==> config.mk <==
export PLATFORM = sky130hd
export DESIGN_NAME = zsub_decoder
export DESIGN_NICKNAME = d
export VERILOG_FILES = /design/src/rtl/zsub_decoder.sv
export SDC_FILE = /design/constraint.sdc
export NUM_CORES = 1
export LEC_CHECK = 0
export ABC_AREA = 1
export BUFFER_PORTS_ARGS = -buffer_cell sky130_fd_sc_hd__buf_2
export CAP_MARGIN = 30
export CORE_MARGIN = 2
export CORE_UTILIZATION = 52
export CTS_CLUSTER_SIZE = 28
export DETAILED_ROUTE_END_ITERATION = 12
export GPL_TIMING_DRIVEN = 0
export PLACE_DENSITY = 0.76
export SETUP_SLACK_MARGIN = 0.05
export SLEW_MARGIN = 0
export SYNTH_ARGS = -nofsm -noshare
export SYNTH_HDL_FRONTEND = slang
export SYNTH_SLANG_ARGS = --single-unit
==> constraint.sdc <==
create_clock -name clk -period 1.2 [get_ports clk]
set_input_delay 0 -clock clk [delete_from_list [all_inputs] [get_ports clk]]
set_output_delay 0 -clock clk [all_outputs]
set_load 0.02 [all_outputs]
==> src/rtl/zsub_decoder.sv <==
`timescale 1ns/1ps
module zsub_decoder #(
  parameter int LAT = 4
) (
  input  logic clk,
  input  logic rst_n,
  input  logic bit_en,
  input  logic nrz_mode,
  input  logic b3zs_sel,
  input  logic rx_pos,
  input  logic rx_neg,
  output logic out_pos,
  output logic out_neg
);
  localparam int IW = $clog2(LAT);
  localparam int ZW = 3;

  logic [LAT-1:0] wd, wf, wp, wn, nd;
  logic [ZW-1:0]  zrun, zlim;
  logic           last_pol, have_mark, seen_v, par;
  logic [IW-1:0]  kidx;

  wire is_p  = rx_pos & ~rx_neg;
  wire is_n  = rx_neg & ~rx_pos;
  wire both  = rx_pos & rx_neg;
  wire mark  = is_p | is_n;
  wire space = ~rx_pos & ~rx_neg;

  assign zlim = b3zs_sel ? ZW'(3) : ZW'(4);
  assign kidx = b3zs_sel ? IW'(2) : IW'(3);

  wire same   = mark & have_mark & (is_p == last_pol);
  wire in_sub = (zrun == zlim - ZW'(1)) | (zrun == zlim - ZW'(2));
  wire legal  = same & in_sub & (par | ~seen_v);
  wire bpv    = same & (zrun < zlim - ZW'(2));
  wire cv     = same & ~legal & ~bpv;
  wire exz    = space & (zrun == zlim - ZW'(1));
  wire kill_b = legal & (zrun == zlim - ZW'(2));
  wire new_d  = mark & ~legal;
  wire new_f  = bpv | cv | exz | both;

  always_comb begin
    nd = {wd[LAT-2:0], new_d};
    if (kill_b) nd[kidx] = 1'b0;
  end

  always_ff @(posedge clk) begin
    if (!rst_n) begin
      wd <= '0; wf <= '0; wp <= '0; wn <= '0;
      zrun <= '0; last_pol <= 1'b0; have_mark <= 1'b0;
      seen_v <= 1'b0; par <= 1'b0;
      out_pos <= 1'b0; out_neg <= 1'b0;
    end else if (bit_en) begin
      wd <= nd;
      wf <= {wf[LAT-2:0], new_f};
      wp <= {wp[LAT-2:0], rx_pos};
      wn <= {wn[LAT-2:0], rx_neg};
      out_pos <= nrz_mode ? wd[LAT-1] : wp[LAT-1];
      out_neg <= nrz_mode ? wf[LAT-1] : wn[LAT-1];
      if (!space) zrun <= '0;
      else if (zrun < zlim) zrun <= zrun + ZW'(1);
      if (mark) begin
        have_mark <= 1'b1;
        last_pol  <= is_p;
        if (same) begin
          par    <= 1'b0;
          seen_v <= 1'b1;
        end else begin
          par <= ~par;
        end
      end
    end
  end

  // outputs move only after a bit enable
  assert_hold_R1: assert property (@(posedge clk) disable iff (!rst_n)
    !bit_en |=> ($stable(out_pos) && $stable(out_neg)));

  // a legal violation mark enters the window as a clean zero
  assert_legal_zero_R3: assert property (@(posedge clk) disable iff (!rst_n)
    (bit_en && legal) |=> (!wd[0] && !wf[0]));

  // adjacent same-polarity marks are flagged and kept as data
  assert_bpv_flag_R4: assert property (@(posedge clk) disable iff (!rst_n)
    (bit_en && same && zrun == '0) |=> (wd[0] && wf[0]));

  // a space never becomes a one, and the N-th space is flagged
  assert_space_zero_R6: assert property (@(posedge clk) disable iff (!rst_n)
    (bit_en && space) |=> !wd[0]);
  assert_exz_flag_R6: assert property (@(posedge clk) disable iff (!rst_n)
    (bit_en && space && zrun == zlim - ZW'(1)) |=> wf[0]);

  // both rails high gives zero data with a flag
  assert_both_rails_R7: assert property (@(posedge clk) disable iff (!rst_n)
    (bit_en && rx_pos && rx_neg) |=> (wf[0] && !wd[0]));
endmodule

-- Yosys cells after proc, flatten, opt, wreduce, memory -nomap -nowiden
Index checks and enable logic that the tools add are counted.
- add/sub/neg operators: 3
- order comparisons: 4
- eq/ne operators: 4
- muxes and demuxes: 10
- bitwise logic cells: 28
- reduce and logical (&&, ||, !) cells: 4
- operators with widths (cell ; count):
    $and A1 B1 Y1 ; 14
    $mux W3 ; 3
    $eq A3 B3 Y1 ; 2
    $lt A3 B3 Y1 ; 2
    $not A1 Y1 ; 6
    $or A1 B1 Y1 ; 6
    $mux W1 ; 5
    $and A4 B4 Y4 ; 1
    $mux W4 ; 1
    $not A4 Y4 ; 1
    $reduce_and A2 Y1 ; 2
    $add A3 B1 Y3 const B ; 1
    $lt A2 B3 Y1 const B ; 1
    $reduce_and A3 Y1 ; 1
    $sub A3 B1 Y3 const B ; 1
    $sub A3 B2 Y3 const B ; 1
    $demux W1 S2 ; 1
    $ge A2 B1 Y1 const B ; 1
    $ne A2 B1 Y1 const B ; 1
    $eq A1 B1 Y1 ; 1
    $logic_and A1 B1 Y1 ; 1
- register bits after elaboration: 25
- input port bits: 7
- output and inout port bits: 2

-- Logic depth before layout (Yosys ltp)
Gate-level depths: netlist (run 1).
- word-level depth: 13
- gate-level depth with buffers: 10
- depth with buffers taken out: 10

-- Worst setup path before layout (run 1)
OpenSTA, ideal clock, no wires.
- path kind: register -> register
- start: register zrun[0]
- end: register wf[0]
- library setup time: 109 ps
- arrival time: 1093 ps
- data required time: 1091 ps
- slack: -2 ps
- stages on the path, launching flop included: 11
- path through: dfxtp_1 inv_1 ha_1 inv_1 nand3_1 nand2_1 nand2_1 nand2_1 nand3_1 nand2_1 inv_1
- longest elaborated chain between the ends: 10
- elaborated cells between the ends (all ways): 15
- classes of those cells: 1 x order compare; 2 x eq/ne; 12 x bitwise
- RTL lines (element ; line ; text):
    start, declared ; 19 ; logic [ZW-1:0] zrun, zlim;
    start signal, assigned ; 61 ; else if (zrun < zlim) zrun <= zrun + ZW'(1);
    $eq A3 B3 Y1 (on tied branches) ; 33, 37 ;
    $or A1 B1 Y1 ; 33 ; wire in_sub = (zrun == zlim - ZW'(1)) | (zrun == zlim - ZW'(2));
    $and A1 B1 Y1 (2 in a row) ; 34 ; wire legal = same & in_sub & (par | ~seen_v);
    $not A1 Y1 ; 36 ; wire cv = same & ~legal & ~bpv;
    $and A1 B1 Y1 (2 in a row) ; 36 ;
    $or A1 B1 Y1 ; 40 ; wire new_f = bpv | cv | exz | both;
    $or A1 B1 Y1 * (2 in a row) ; 40 ;
    end signal, assigned ; 55 ; wf <= {wf[LAT-2:0], new_f};
    end, declared ; 18 ; logic [LAT-1:0] wd, wf, wp, wn, nd;
Mark *: on every way between the ends. The rest lies on a longest branch, timed or not.
A chain may end at the register's enable or synchronous reset.

-- Worst setup path after layout (run 1)
- start: register zrun[2]
- end: register zrun[1]
- longest elaborated chain between the ends: 3
- RTL lines (element ; line):
    $lt A3 B3 Y1 ; 61
    $ne A2 B1 Y1 (no source line) ; n/a
    $reduce_and A2 Y1 (no source line) ; n/a
No other way between the ends.

==> flow_summary.ini, run 1 <==
[logic_synthesis]
ys_seq_area_share_pct = 41.4
syn_nets = 171
synth_area_um2 = 1210
yosys_register_bits = 25
syn_avg_cell_area_um2 = 7.76
synth_area_leaders = dfxtp_1 (41%), ha_1 (8.3%), nand2_1 (6.5%), nor2_1 (6.5%), o21ai_0 (6.2%)
yosysTopAreaCell = dfxtp_1
synthCells = 156
synth-warning-count = 0
synth.top_cell.area_share_pct = 41.4
ys_types = 25

[timing]
clock_skew_ps = 3.40
tightest_slew_ps = 305
max_slew_margin_pct = 79.6
rsz0062_at_grt = true
worst_slack_ps = -45.5
final-hold-violation-count = 0
setup_violations = 3
period_needed_ps = 1250
hold_slack_ps = 25.3
slew_viol_final = 0
fmax_mhz = 803
tns_ps = -85.3
post-route-period-util_pct = 104

[routing]
routed.top_layer = met4
dr_wl_met3_um = 82
vias = 1053
wl_per_cell_um = 12.4
wl_um = 2470
dr_wl_met2_um = 1270
route.detailed.drc = 0
drt_iter0_markers = 19
firstDrtPassIters = 4
ant_nets = 0
drt-vias-per-instance = 5.27
drt-met1-wl_um = 1100

[setup_path]
critPathMostFrequentCell = a21oi_2
ff2ff_path_depth = 6
worst-path-buf-inv = 0
end_kind = flip-flop
r2r-start = zrun[2]
cp_cell_sequence = ha_4 > a21oi_2 > nand2_2 > nand2_4 > nand4_1 > a21oi_2
slowest_stage = dfxtp_4
reg2reg_slack_ps = -50
path_depth = 6
crit_start = zrun[2]
path_class = flip-flop to flip-flop
arrival_ps = 1500
critPathRequiredTime_ps = 1450
startpoint_type = flip-flop
crit_family = flip-flops
crit_fanout = 4
cp_slowest_stage_delay_ps = 380

[place]
placedCellCount = 191
post-place-ws_ps = -55.1
gp_congestion = 0.814
dp.final_hpwl_um = 1710
port_buffers = 7

[floorplan]
die_x_um = 52.2
fp.dieH_um = 52.2
coreArea_um2 = 2210
start_util_pct = 54.7
ios = 9
core.rowCount = 17
dieArea_um2 = 2730

[clocking]
clockRootBuffer = clkbuf_4
cts_tree = yes
htreeDepth = 1
cts.sinks = 25
clock_path_buffers = 2
clock_latency_ps = 320
clk_pin_slew_ps = 140
numCtsBuffers = 3

[global_route]
grt_max_degree = 16
grt.overflow.total = 0
track_usage_pct = 21.3
grt_pass1_vias = 1058
grt_pass1_wl_um = 4260
antenna_found_initial = 0

[finish]
layout_common_cells = dfxtp_1 (22), nor2_1 (21), inv_1 (15), o21ai_0 (15), nand2_1 (15)
area_growth_pct = 20.8
drive_above_1_share_pct = 31.4
layout.nets = 188
final_common_cell = dfxtp_1
num_antenna_cells = 0
fin_util_pct = 66.1
instances_no_fill = 200

[power_and_ir_drop]
power_density_nw_per_um2 = 1060
vdd_drop_max_mv = 0.732
p_leak_nw = 0.653

[outcome]
outcome = complete, but fails checks
violations = negative setup slack

[worst_hold_path]
min_from = rst_n
min_path_type = input port to flip-flop
min_path_cells = 3

[run]
cap_violations = 0
## final timing paths
check / to
max: zrun[1]
min: par
max reg2reg: zrun[1]
min reg2reg: wd[3]
## timing repair
item                                   in CTS  in global routing
setup buffers                               3                  0
hold buffers                                1                  1
gates resized for setup                    12                  7
endpoints found under the hold margin       2                  1
pin swaps                                   8                  9
setup endpoints to repair                   7                  7
## layer usage
layer,global-route usage [%],up-vias
li1,-,536
met1,23.2,499
met4,7.26,0
met3,5.71,2
met5,0,-
met2,39.2,16
## sequential cells by signal, indices dropped and copies added (netlist names)
register	count
out_pos	1
out_neg	1
seen_v	1
zrun	3
last_pol	1
have_mark	1
wd	4
wn	4
par	1
wp	4
wf	4
## power breakdown
| group | internal (W) | switching [W] |
|---|---|---|
| clock | 0.000127 | 0.000259 |
| combinational | 0.000102 | 0.000161 |
| sequential | 0.000876 | 0.0000239 |
| total | 0.00111 | 0.000443 |
## area by class of cell
| cell class | count | area [um^2] |
|---|---|---|
| fill | 210 | 751 |
| clock inverter | 1 | 7.51 |
| sequential | 25 | 509 |
| inverter | 21 | 80.1 |
| timing repair buffer | 12 | 77.6 |
| tap | 28 | 35.0 |
| buffer | 6 | 38.8 |
| multi-input combinational | 104 | 691 |
| clock buffer | 3 | 22.5 |
## logic make-up after synthesis
family,synth area share (%)
flip-flops,41.4
XOR/XNOR,0.724
buffers and inverters,9.82
AO/OA/AOI/OAI,15.6
AND/OR/NAND/NOR,24.2
adder cells (fa/ha/maj),8.27
## Yosys cell counts
| master | number |
|---|---|
| nand2_1 | 21 |
| clkbuf_2 | 2 |
| or2_0 | 1 |
| nor2_1 | 21 |
| nor3_4 | 1 |
| ha_1 | 8 |
| o21ai_0 | 15 |
| buf_4 | 1 |
| buf_2 | 2 |
| inv_1 | 19 |
| o21ai_2 | 1 |
| o211ai_1 | 2 |
| a21oi_1 | 12 |
| dfxtp_1 | 25 |
| nor2_2 | 1 |
| clkinv_2 | 1 |
| nand2_2 | 2 |
| a21oi_2 | 2 |
| nand4_1 | 5 |
| nor2_4 | 2 |
| a211oi_2 | 1 |
| buf_6 | 1 |
| clkinv_1 | 1 |
| nand3_1 | 8 |
| xor2_1 | 1 |
## worst register-to-register path, delay by kind of cell, from the launching register on
family,cells,cell delay (ps)
adder cells (fa/ha/maj),1,240
AND/OR/NAND/NOR,3,270
flip-flops,1,380
AO/OA/AOI/OAI,2,290
## metrics by stage
stage                     total power [W]  instance area (um^2)
final                             0.00155                  1460
after global routing              0.00164                  1460
after CTS                         0.00154                  1430
after detailed placement          0.00115                  1330
after global placement            0.00114                  1330
after floorplan                   0.00110                  1260
Note: power is estimated with default switching activity, not from simulation.
==> inputs of run 2 (changes only) <==
--- a/config.mk
+++ b/config.mk
@@ -9,11 +9,11 @@
 export BUFFER_PORTS_ARGS = -buffer_cell sky130_fd_sc_hd__buf_2
 export CAP_MARGIN = 30
 export CORE_MARGIN = 2
-export CORE_UTILIZATION = 52
+export CORE_UTILIZATION = 61
 export CTS_CLUSTER_SIZE = 28
 export DETAILED_ROUTE_END_ITERATION = 12
 export GPL_TIMING_DRIVEN = 0
-export PLACE_DENSITY = 0.76
+export PLACE_DENSITY = 0.84
 export SETUP_SLACK_MARGIN = 0.05
 export SLEW_MARGIN = 0
 export SYNTH_ARGS = -nofsm -noshare
==> constraint.sdc (replaced) <==
create_clock -name clk -period 1.6 [get_ports clk]
set_input_delay 0 -clock clk [delete_from_list [all_inputs] [get_ports clk]]
set_output_delay 0 -clock clk [all_outputs]
set_load 0.02 [all_outputs]
==> flow_summary.ini, run 2 (synthesis gave the netlist of run 1 again) <==
[outcome]
outcome = completed

[timing]
period_needed_ps = 1360
fmax_mhz = 736
tns_ps = 0
tightest_slew_ps = 248
clock_skew_ps = 2.35
post-route-period-util_pct = 84.9
max_slew_margin_pct = 83.4
setup_violations = 0
rsz0062_at_grt = false
final-hold-violation-count = 0
slew_viol_final = 0

[finish]
register_area_um2 = 500
fill_cells = 176
final_area_um2 = 1330
layout_common_cells = dfxtp_1 (25), nor2_1 (21), nand2_1 (21), inv_1 (19), o21ai_0 (15)
layout.nets = 185
multi_input_area_um2 = 591
area_growth_pct = 9.82
instances_no_fill = 196
num_antenna_cells = 0
drive_above_1_share_pct = 16.6
fin_util_pct = 69.1
final_common_cell = dfxtp_1

[routing]
ant_nets = 0
drt-vias-per-instance = 5.22
drt_iter0_markers = 17
wl_per_cell_um = 11.3
wl_um = 2220
vias = 1023
firstDrtPassIters = 4
route.detailed.drc = 0

[setup_path]
path_class = flip-flop to flip-flop
crit_fanout = 5
cp_slowest_stage_delay_ps = 450
slowest_stage = dfxtp_1
startpoint_type = flip-flop
crit_family = flip-flops
worst-path-buf-inv = 2
critPathRequiredTime_ps = 1840
reg2reg_slack_ps = 240
arrival_ps = 1600
end_kind = flip-flop
critPathMostFrequentCell = nand2_1
cp_cell_sequence = ha_1 > inv_1 > nand3_1 > nand2_1 > nand2_1 > nand2_1 > nand3_1 > nand2_1 > inv_1

[place]
placedCellCount = 190
dp.final_hpwl_um = 1610
place_area_um2 = 1280
port_buffers = 7
gp_congestion = 0.806

[global_route]
grt_max_degree = 16
track_usage_pct = 21.1
grt.overflow.total = 0
grt_pass1_vias = 995
antenna_found_initial = 0
grt_pass1_wl_um = 3960

[clocking]
clock_latency_ps = 320
cts_setup_buffers = 0
cts_tree = yes
clockRootBuffer = clkbuf_4
clk_pin_slew_ps = 140
numCtsBuffers = 3
cts_resized = 0
htreeDepth = 1
clock_path_buffers = 2
cts.sinks = 25

[run]
cap_violations = 0

[power_and_ir_drop]
combinationalPowerShare_pct = 14.9
power.total_w = 0.00114
p_sw_share_pct = 28.2
sequentialPowerShare_pct = 59.4
power_density_nw_per_um2 = 860
power_frac_clock_pct = 25.7
p_sw_w = 0.000323
internal-power_w = 0.000821
p_leak_nw = 0.622
vdd_drop_max_mv = 0.691

[floorplan]
start_util_pct = 63.0
coreArea_um2 = 1920
ios = 9
core.rowCount = 16
die_x_um = 48.5
dieArea_um2 = 2360
fp.dieH_um = 48.5

[worst_hold_path]
min_path_type = input port to flip-flop
run 2: cell count changes in the layout (fill, tap and decap cells not counted), moves of 3 or more:
cell / before / now
ha_4: 3 / 0
nand2_1: 15 / 21
inv_1: 15 / 19
dfxtp_1: 22 / 25
ha_1: 5 / 8
nand2_2: 6 / 2
a21oi_1: 8 / 12
buf_4: 4 / 1
inv_2: 4 / 0
a21oi_2: 6 / 2
nand3_1: 5 / 8
run 2: final cells by class:
| type | count | share of cell area (%) |
|---|---|---|
| sequential | 25 | 37.7 |
| clock inverter | 1 | 0.565 |
| tap | 27 | 2.54 |
| buffer | 6 | 2.92 |
| inverter | 21 | 6.03 |
| multi-input combinational | 104 | 44.4 |
| timing repair buffer | 9 | 4.14 |
| clock buffer | 3 | 1.69 |
run 2: repair_timing:
item | CTS | global route
endpoints found under the setup margin | 0 | 0
hold buffers | 2 | 0
endpoints found under the hold margin | 2 | 0
run 2: stage by stage:
step | hold WS, ps | setup WS [ps]
floorplan | 158 | 398
global placement | 306 | 315
detailed placement | 312 | 269
CTS | 29.8 | 241
global route | 42.2 | 111
finish | 25.7 | 241
run 2: power groups by stage:
stage | Sequential, W | Clock (W) | Combinational, W
final | 0.000679 | 0.000294 | 0.000170
after global routing | 0.000683 | 0.000319 | 0.000196
after CTS | 0.000679 | 0.000297 | 0.000171
after detailed placement | 0.000692 | 0 | 0.000166
after global placement | 0.000691 | 0 | 0.000159
after floorplan | 0.000692 | 0 | 0.000124
run 2: worst paths after layout:
path,from,cells past startpoint,end
setup / recovery,zrun[1],9,wf[0]
hold / removal,rst_n,3,par
setup reg to reg,zrun[1],9,wf[0]
hold reg to reg,wd[2],2,wd[3]
run 2: per-layer routing:
layer | vias to the layer above | wire length [um] | GRT usage, %
met2 | 15 | 1150 | 37.7
met4 | 0 | 25 | 7.14
met1 | 475 | 988 | 25.5
met5 | - | 0 | 0
met3 | 4 | 61 | 3.70
li1 | 529 | - | -
run 2: tightest hold or removal path: cells and delay by family:
family | cells | cell delay [ps]
buffers and inverters | 1 | 180
AO/OA/AOI/OAI | 2 | 140
==> inputs of run 3 (changes only) <==
--- a/config.mk
+++ b/config.mk
@@ -5,15 +5,15 @@
 export SDC_FILE = /design/constraint.sdc
 export NUM_CORES = 1
 export LEC_CHECK = 0
-export ABC_AREA = 1
+export ABC_AREA = 0
 export BUFFER_PORTS_ARGS = -buffer_cell sky130_fd_sc_hd__buf_2
 export CAP_MARGIN = 30
 export CORE_MARGIN = 2
-export CORE_UTILIZATION = 61
+export CORE_UTILIZATION = 52
 export CTS_CLUSTER_SIZE = 28
 export DETAILED_ROUTE_END_ITERATION = 12
 export GPL_TIMING_DRIVEN = 0
-export PLACE_DENSITY = 0.84
+export PLACE_DENSITY = 0.76
 export SETUP_SLACK_MARGIN = 0.05
 export SLEW_MARGIN = 0
 export SYNTH_ARGS = -nofsm -noshare
==> constraint.sdc (replaced) <==
create_clock -name clk -period 1.2 [get_ports clk]
set_input_delay 0 -clock clk [delete_from_list [all_inputs] [get_ports clk]]
set_output_delay 0 -clock clk [all_outputs]
set_load 0.02 [all_outputs]
==> flow_summary.ini, run 3 <==
[logic_synthesis]
synth_top_family_by_area = simple AND/OR/NAND/NOR gates
ys_types = 34
synth-xor-area-share_pct = 1.46
syn_nets = 138
yosysTopAreaCell = dfxtp_1
synth_area_um2 = 1200
yosysMostFrequentCell = dfxtp_1
ys_seq_area_share_pct = 41.7
synth.top_cell.area_share_pct = 41.7
synth_compound_area_share_pct = 9.58
synth_commonest_cells = dfxtp_1 (25), mux2i_1 (14), nor2b_1 (14)
synthCells = 123
synth-warning-count = 0
syn_avg_cell_area_um2 = 9.77
synthSimpleGateAreaFrac_pct = 21.5
synthFlopType = dfxtp_1
synthMuxAreaShare_pct = 13.5
synth_area_leaders = dfxtp_1 (42%), mux2i_1 (12%), ha_1 (8.3%), nor2b_1 (7.3%), nand3_1 (2.5%)
async_flop_share_pct = 0
synth_adder_area_share_pct = 8.33
synth_edf_count = 0
yosys_register_bits = 25

[place]
gp_congestion = 0.783
placedCellCount = 158
dp.final_hpwl_um = 1600
port_buffers = 7
place_area_um2 = 1300

[timing]
clock_skew_ps = 6.14
max_slew_margin_pct = 71.1
period_needed_ps = 1480
worst_slack_ps = -279
setup_violations = 7
slew_viol_final = 0
fmax_mhz = 676
tightest_slew_ps = 427
rsz0062_at_grt = true
final-hold-violation-count = 0
post-route-period-util_pct = 123

[finish]
fill_cells = 181
drive_above_1_share_pct = 23.1
final_area_um2 = 1430
area_growth_pct = 19.2
layout.nets = 159
layout_common_cells = dfxtp_1 (22), mux2i_1 (14), nor2b_1 (14), buf_2 (9), nand2_1 (8)
instances_no_fill = 171
num_antenna_cells = 0
final_common_cell = dfxtp_1

[floorplan]
die_x_um = 52.1
fp.dieH_um = 52.1
coreArea_um2 = 2190
start_util_pct = 54.8
dieArea_um2 = 2710
core.rowCount = 17
ios = 9

[routing]
ant_nets = 0
wl_um = 2380
drt_iter0_markers = 6
vias = 939
firstDrtPassIters = 4
route.detailed.drc = 0
wl_per_cell_um = 13.9
drt-vias-per-instance = 5.49

[clocking]
clock_latency_ps = 320
cts_tree = yes
clockRootBuffer = clkbuf_4
clock_path_buffers = 2
numCtsBuffers = 3
cts.sinks = 25
htreeDepth = 1
clk_pin_slew_ps = 140

[global_route]
track_usage_pct = 19.6
grt_pass1_wl_um = 3790
grt_max_degree = 16
antenna_found_initial = 0
grt_pass1_vias = 863
grt.overflow.total = 0

[outcome]
outcome = complete, but fails checks
violations = negative setup slack

[worst_hold_path]
min_path_type = input port to flip-flop

[setup_path]
crit_fanout = 4
startpoint_type = flip-flop
end_kind = flip-flop
path_class = flip-flop to flip-flop
critPathRequiredTime_ps = 1400
arrival_ps = 1680

[power_and_ir_drop]
power_density_nw_per_um2 = 1020
vdd_drop_max_mv = 0.775
p_leak_nw = 0.630

[run]
cap_violations = 0
-- run 3: cell types whose count changed after synthesis, moves of 4 or more --
cell / previous run / this run
a21oi_1: 12 / 2
nor2_1: 21 / 4
inv_1: 19 / 5
nand2_1: 21 / 8
mux2i_1: 0 / 14
nand4_1: 5 / 1
o21ai_0: 15 / 1
nor2b_1: 0 / 14
-- run 3: final timing paths --
kind,startpoint,endpoint,slack [ps],cells past startpoint
min reg2reg,seen_v,seen_v,480,1
max,zrun[0],wd[2],-280,5
min,rx_pos,wp[0],4,3
max reg2reg,zrun[0],wd[2],-280,5
-- run 3: power breakdown --
group          internal [W]  switching (W)  total, W
sequential         0.000856      0.0000162  0.000872
clock              0.000127       0.000254  0.000381
combinational      0.000104       0.000109  0.000213
total               0.00109       0.000379   0.00147
-- run 3: final cells by class --
type	instances	area, um^2	share of cell area [%]
clock inverters	1	7.51	0.524
clock buffers	3	22.5	1.57
well taps	28	35.0	2.45
inverters	5	18.8	1.31
repair buffers	16	114	7.95
multi-input cells	88	696	48.6
plain buffers	5	28.8	2.01
flip-flops and latches	25	509	35.6
-- run 3: cells by family (layout without fill, tap and decap cells) --
group / count (synthesis) / in the layout
xor+xnor: 2 / 2
simple gates: 46 / 46
compound gates: 16 / 16
flops: 25 / 25
buf+inv: 10 / 30
fa+ha+maj: 8 / 8
mux: 16 / 16
-- run 3: repair_timing --
item	4_1_cts	5_1_grt
pin swaps	10	13
setup buffers	4	2
hold endpoints to repair	7	0
hold buffers	3	0
resized for setup	4	2
setup endpoints to repair	7	7
-- run 3: metal layers --
layer,global-route usage (%),vias up,share of wire [%]
met3,4.02,6,3.9
li1,-,468,-
met4,6.58,0,1.7
met2,34.8,24,50
met1,23.4,441,44
met5,0,-,0
-- run 3: worst max-delay path, stage by stage, from the launching register on --
cell and delay, ps:
dfxtp_2 370, inv_2 50, ha_4 220, a2111o_1 430
nor2_2 170, a31oi_1 110
-- run 3: metrics by stage --
stage	setup WS [ps]	total power [W]	setup TNS [ps]	utilization, %	hold slack [ps]
2_1_floorplan	-163	0.00103	-744	-	105
3_3_place_gp	-230	0.00108	-1220	59.3	298
3_5_place_dp	-258	0.00108	-1460	59.3	305
4_1_cts	-236	0.00147	-954	64.2	10.0
5_1_grt	-321	0.00154	-1590	65.3	43.0
6_report	-279	0.00147	-1240	65.3	3.89
